## src/rtl/secfilt_pkg.sv

```systemverilog
package secfilt_pkg;
  localparam int NUM_RGN  = 8;
  localparam int NUM_REG  = 2 * NUM_RGN + 1;
  localparam int CTRL_IDX = 2 * NUM_RGN;
  localparam int IDX_W    = 5;
  localparam int HALF_W   = 16;
  localparam int CTRL_W   = NUM_RGN + 2;
  localparam int REST_BIT = NUM_RGN;
  localparam int OPEN_BIT = NUM_RGN + 1;

  typedef struct packed {
    logic [NUM_REG-1:0] wrStb;
    logic [HALF_W-1:0]  bitMask;
    logic [HALF_W-1:0]  bitData;
  } regStrobe_t;

  function automatic logic [HALF_W-1:0] mergeBits(
    input logic [HALF_W-1:0] oldVal,
    input logic [HALF_W-1:0] newVal,
    input logic [HALF_W-1:0] mask
  );
    return (oldVal & ~mask) | (newVal & mask);
  endfunction
endpackage

```

## src/rtl/secfilt_regctl.sv

```systemverilog
module secfilt_regctl
  import secfilt_pkg::*;
(
  input  logic                     clk,
  input  logic                     rstN,
  input  logic                     regWrEn,
  input  logic [IDX_W-1:0]         regAddr,
  input  logic [2*HALF_W-1:0]      regWrData,
  output regStrobe_t               strb
);
  for (genvar i = 0; i < NUM_REG; i++) begin : gStb
    assign strb.wrStb[i] = regWrEn && (regAddr == IDX_W'(i));
  end
  assign strb.bitMask = regWrData[2*HALF_W-1:HALF_W];
  assign strb.bitData = regWrData[HALF_W-1:0];

  // at most one register is targeted by any write
  assert_one_target_R3: assert property (@(posedge clk) disable iff (!rstN)
    $onehot0(strb.wrStb));

  // indices past the map never produce a strobe
  assert_high_idx_ignored_R3: assert property (@(posedge clk) disable iff (!rstN)
    (regWrEn && regAddr >= IDX_W'(NUM_REG)) |-> (strb.wrStb == '0));
endmodule

```

## src/rtl/secfilt_datapath.sv

```systemverilog
module secfilt_datapath
  import secfilt_pkg::*;
#(
  parameter int ADDR_W = 32,
  parameter int MB_SHIFT = 20
) (
  input  logic                clk,
  input  logic                rstN,
  input  regStrobe_t          strb,
  input  logic [IDX_W-1:0]    regAddr,
  output logic [2*HALF_W-1:0] regRdData,
  input  logic [ADDR_W-1:0]   chkAddr,
  input  logic                chkSecure,
  output logic                chkAllow
);
  localparam int MB_W = ADDR_W - MB_SHIFT;

  logic [MB_W-1:0]    lowQ  [NUM_RGN];
  logic [MB_W-1:0]    highQ [NUM_RGN];
  logic [CTRL_W-1:0]  ctrlQ;
  logic [MB_W-1:0]    accMb;
  logic [NUM_RGN-1:0] inRgn;
  logic               anyIn;
  logic               protHit;
  logic [HALF_W-1:0]  rdWord;

  assign accMb = chkAddr[ADDR_W-1:MB_SHIFT];

  for (genvar n = 0; n < NUM_RGN; n++) begin : gRgn
    always_ff @(posedge clk or negedge rstN) begin
      if (!rstN) begin
        lowQ[n]  <= '0;
        highQ[n] <= '0;
      end else begin
        if (strb.wrStb[n])
          lowQ[n] <= MB_W'(mergeBits(HALF_W'(lowQ[n]), strb.bitData, strb.bitMask));
        if (strb.wrStb[n+NUM_RGN])
          highQ[n] <= MB_W'(mergeBits(HALF_W'(highQ[n]), strb.bitData, strb.bitMask));
      end
    end
    assign inRgn[n] = (lowQ[n] <= accMb) && (accMb <= highQ[n]);
  end

  always_ff @(posedge clk or negedge rstN) begin
    if (!rstN)
      ctrlQ <= CTRL_W'(1) << OPEN_BIT;
    else if (strb.wrStb[CTRL_IDX])
      ctrlQ <= CTRL_W'(mergeBits(HALF_W'(ctrlQ), strb.bitData, strb.bitMask));
  end

  assign anyIn   = |inRgn;
  assign protHit = |(inRgn & ctrlQ[NUM_RGN-1:0]);

  always_comb begin
    if (chkSecure || ctrlQ[OPEN_BIT])
      chkAllow = 1'b1;
    else if (anyIn)
      chkAllow = !protHit;
    else
      chkAllow = !ctrlQ[REST_BIT];
  end

  always_comb begin
    rdWord = '0;
    for (int i = 0; i < NUM_RGN; i++) begin
      if (regAddr == IDX_W'(i))           rdWord = HALF_W'(lowQ[i]);
      if (regAddr == IDX_W'(i + NUM_RGN)) rdWord = HALF_W'(highQ[i]);
    end
    if (regAddr == IDX_W'(CTRL_IDX)) rdWord = HALF_W'(ctrlQ);
  end
  assign regRdData = {{HALF_W{1'b0}}, rdWord};

  // secure masters pass unconditionally
  assert_secure_pass_R10: assert property (@(posedge clk) disable iff (!rstN)
    chkSecure |-> chkAllow);

  // open bit overrides every window
  assert_open_pass_R9: assert property (@(posedge clk) disable iff (!rstN)
    ctrlQ[OPEN_BIT] |-> chkAllow);

  // masked-off control bits keep their value across a write
  assert_mask_hold_R2: assert property (@(posedge clk) disable iff (!rstN)
    strb.wrStb[CTRL_IDX] |=>
      (((ctrlQ ^ $past(ctrlQ)) & ~$past(strb.bitMask[CTRL_W-1:0])) == '0));

  // control word changes only when addressed
  assert_ctrl_hold_R3: assert property (@(posedge clk) disable iff (!rstN)
    !strb.wrStb[CTRL_IDX] |=> $stable(ctrlQ));
endmodule

```

## src/rtl/secfilt_top.sv

```systemverilog
module secfilt_top
  import secfilt_pkg::*;
#(
  parameter int ADDR_W = 32
) (
  input  logic              clk,
  input  logic              rstN,
  input  logic              regWrEn,
  input  logic [4:0]        regAddr,
  input  logic [31:0]       regWrData,
  output logic [31:0]       regRdData,
  input  logic [ADDR_W-1:0] chkAddr,
  input  logic              chkSecure,
  output logic              chkAllow
);
  regStrobe_t strb;

  secfilt_regctl uCtl (
    .clk       (clk),
    .rstN      (rstN),
    .regWrEn   (regWrEn),
    .regAddr   (regAddr),
    .regWrData (regWrData),
    .strb      (strb)
  );

  secfilt_datapath #(.ADDR_W(ADDR_W)) uDp (
    .clk       (clk),
    .rstN      (rstN),
    .strb      (strb),
    .regAddr   (regAddr),
    .regRdData (regRdData),
    .chkAddr   (chkAddr),
    .chkSecure (chkSecure),
    .chkAllow  (chkAllow)
  );
endmodule

```

## config.mk

```make
export PLATFORM = sky130hd
export DESIGN_NAME = secfilt_top
export DESIGN_NICKNAME = d
export VERILOG_FILES = /design/src/rtl/secfilt_pkg.sv /design/src/rtl/secfilt_regctl.sv /design/src/rtl/secfilt_datapath.sv /design/src/rtl/secfilt_top.sv
export SDC_FILE = /design/constraint.sdc
export NUM_CORES = 1
export LEC_CHECK = 0
export ABC_AREA = 1
export BUFFER_PORTS_ARGS = -buffer_cell sky130_fd_sc_hd__buf_2
export CAP_MARGIN = 10
export CORE_ASPECT_RATIO = 1.2
export CORE_MARGIN = 8
export CORE_UTILIZATION = 55
export DETAILED_ROUTE_END_ITERATION = 8
export PLACE_DENSITY_LB_ADDON = 0.08
export SETUP_SLACK_MARGIN = 0.02
export SLEW_MARGIN = 10
export SYNTH_ARGS = -nofsm -noshare
export SYNTH_HDL_FRONTEND = slang
export SYNTH_SLANG_ARGS = --single-unit
```

## constraint.sdc

```tcl
create_clock -name clk -period 3.15 [get_ports clk]
set_input_delay 0.63 -clock clk [delete_from_list [all_inputs] [get_ports clk]]
set_output_delay 0.63 -clock clk [all_outputs]
set_load 0.02 [all_outputs]
```

==> impl_metrics.ini <==
[status]
status = finished with violations
violations = setup timing

[sta]
worst_slack_ps = -247
relSlewSlack_pct = 55.5
setup_tns_ps = -247
worst_hold_slack_ps = 94.9
fmaxAchievable_ghz = 0.294
clock_skew_ps = 0
rsz0062_at_grt = yes
hold_violations = 0
slew_viol_final = 0
period_share_pct = 108
tightest_slew_ps = 668
post-route-min-period_ps = 3400
setup_viol = 1

[clocking]
numCtsBuffers = 24
htreeDepth = 1
cts_buffer_depth = 3
cts-root-buf = clkbuf_16
clk_latency_ps = 530
clk_pin_slew_ps = 60
tritoncts = yes
clock_sink_count = 202
cts_hold_buf = 0

[pwr]
total_power_mw = 8.93
max-vdd-ir-drop_v = 0.000459
leakage_nw = 8.50
powerDensity_nw_per_um2 = 499

[layout]
drive_gt1_share_pct = 19.8
area_growth_pct = 23.1
nets = 2394
final_area_um2 = 17900
fillers = 2244

[detailed_routing]
wl_met1_um = 19400
drtAntennaViolNets = 0
vias = 14500
wl_met3_um = 2470
first_pass_iters = 5
viasPerCell = 5.82
wl_um = 48400
top_layer_used = met4
wl_met2_um = 23800
post_drt_wl_per_cell_um = 19.5
drc = 0
drt_iter0_markers = 1055

[worst_setup_path]
cpMostUsedCell = nand2_1
cp_cell_sequence = buf_4 -> buf_12 -> buf_4 -> ha_1 -> nand3_2 -> o211ai_1 -> nand2_1 -> o211ai_1 -> nand2_1 -> nand3_1 -> nand2_1 -> nor2_2 -> nand3_2 -> nand2_2 -> buf_6
critPathRequiredTime_ps = 2520
cp.depth = 15
cp.arrival_ps = 2770
worstPathMaxFanout = 5
crit_path_max_incr_delay_ps = 320
path_delay_family = simple AND/OR/NAND/NOR gates
path_buf_inv = 4
regToRegSetupSlack_ps = 2300
slowest_stage = o211ai_1
rr_worst_depth = 3
end_kind = output port
path_class = in -> out
critPathLaunchType = primary input

[placement]
place.gp.congestion = 0.933
post-place-ws_ps = -408
io_buffers = 57
placedInstanceArea_um2 = 16300
dp_hpwl_um = 37300

[logic_synthesis]
ys_seq_area_share_pct = 34.8
synthCells = 1917
ys_warn_count = 0
synth_most_common_cell = nand2_1
yosysTopAreaCellShare_pct = 34.6
synth_area_leader_cell = dfrtp_1
synth_area_um2 = 14500
synthTopCellsByArea = dfrtp_1 35%, ha_1 17%, nand2_1 13%, a21oi_1 6.3%, inv_1 4.9%
synth_top_cells_by_count = 512 x nand2_1, 201 x dfrtp_1, 192 x ha_1
yosys_register_bits = 202
async_reset_ff_share_pct = 100
ys.flop_type = dfrtp_1
syn-mean-instance-area_um2 = 7.58
yosys.cell_types.count = 40
synth-edff-count = 0

[global_route]
grt_use_total_pct = 30.0
grt_max_degree = 72
grt_pass1_vias = 14300
antenna_found_initial = 4
grt_pass1_wl_um = 75700
grt.overflow.total = 0

[floorplan]
start_util_pct = 55.5
die_area_um2 = 31900
io-pin-count = 106
die_x_um = 164
num_rows = 65
die-height_um = 194
core_um2 = 26200

[worst_hold_path]
hold_class = in -> async

[run]
max_cap_viol_count = 0
-- final cells by class --
| cell class | instances | area, µm² | share of cell area (%) |
|---|---|---|---|
| Multi-Input combinational cell | 1444 | 8780 | 49.1 |
| Sequential cell | 202 | 5060 | 28.3 |
| Timing Repair Buffer | 261 | 2040 | 11.4 |
| Clock buffer | 38 | 774 | 4.33 |
| Inverter | 196 | 761 | 4.25 |
| Tap cell | 335 | 419 | 2.34 |
| Clock inverter | 4 | 48.8 | 0.273 |
| Antenna cell | 4 | 10.0 | 0.0559 |
-- worst reg2reg max path, stage by stage, from the launching register on --
cell and delay, ps:
dfrtp_1 400, buf_4 150, a21oi_1 110, a31oi_1 50
-- metrics by stage --
stage                     util, %  cells
after floorplan                 -   1936
after global placement       62.1   2406
after detailed placement     62.1   2406
after CTS                    66.5   2462
after global routing         68.3   2484
final                        68.3   2484
-- what timing repair did --
action | CTS | global route
setup buffers | 14 | 18
setup endpoints to repair | 11 | 13
pin swaps | 28 | 46
gates resized for setup | 52 | 79
endpoints found under the hold margin | 0 | 0
cloned | 0 | 0
-- report_power, final --
part | internal [mW] | leakage [nW] | switching (mW) | total [mW]
combinational | 1.13 | 5.45 | 1.51 | 2.64
clock | 1.75 | 0.410 | 1.15 | 2.90
sequential | 3.01 | 2.64 | 0.380 | 3.39
-- cell usage in the layout (no fill, tap or decap), types with 49 or more instances in the layout --
cell / netlist / layout
a21oi_1: 183 / 180
a31oi_1: 82 / 82
buf_2: 21 / 49
buf_4: 23 / 186
dfrtp_1: 201 / 201
ha_1: 192 / 177
inv_1: 188 / 172
nand2_1: 512 / 503
nand3_1: 72 / 61
nand4_1: 55 / 55
nor2_1: 92 / 74
o21ai_0: 110 / 100
-- per-layer routing --
| layer | track usage, % | vias up |
|---|---|---|
| li1 | - | 6916 |
| met1 | 36.6 | 6903 |
| met2 | 51.2 | 505 |
| met3 | 3.27 | 143 |
| met4 | 15.5 | 0 |
| met5 | 0 | - |
-- cell families after synthesis --
family / share of synthesized area [%]
compound gates: 16.8
fa+ha+maj: 16.5
buf+inv: 8.38
flops: 34.8
other cells: 0.0258
simple gates: 23.5
-- worst max path at each step --
stage	from	endpoint	slack (ps)
after global placement	chkAddr[22]	chkAllow	-410
after floorplan	chkAddr[31]	chkAllow	480
final	chkAddr[21]	chkAllow	-250
after CTS	register	chkAllow	-140
after detailed placement	chkAddr[22]	chkAllow	-410
after global routing	register	chkAllow	-310
Note: power is estimated with default switching activity, not from simulation.
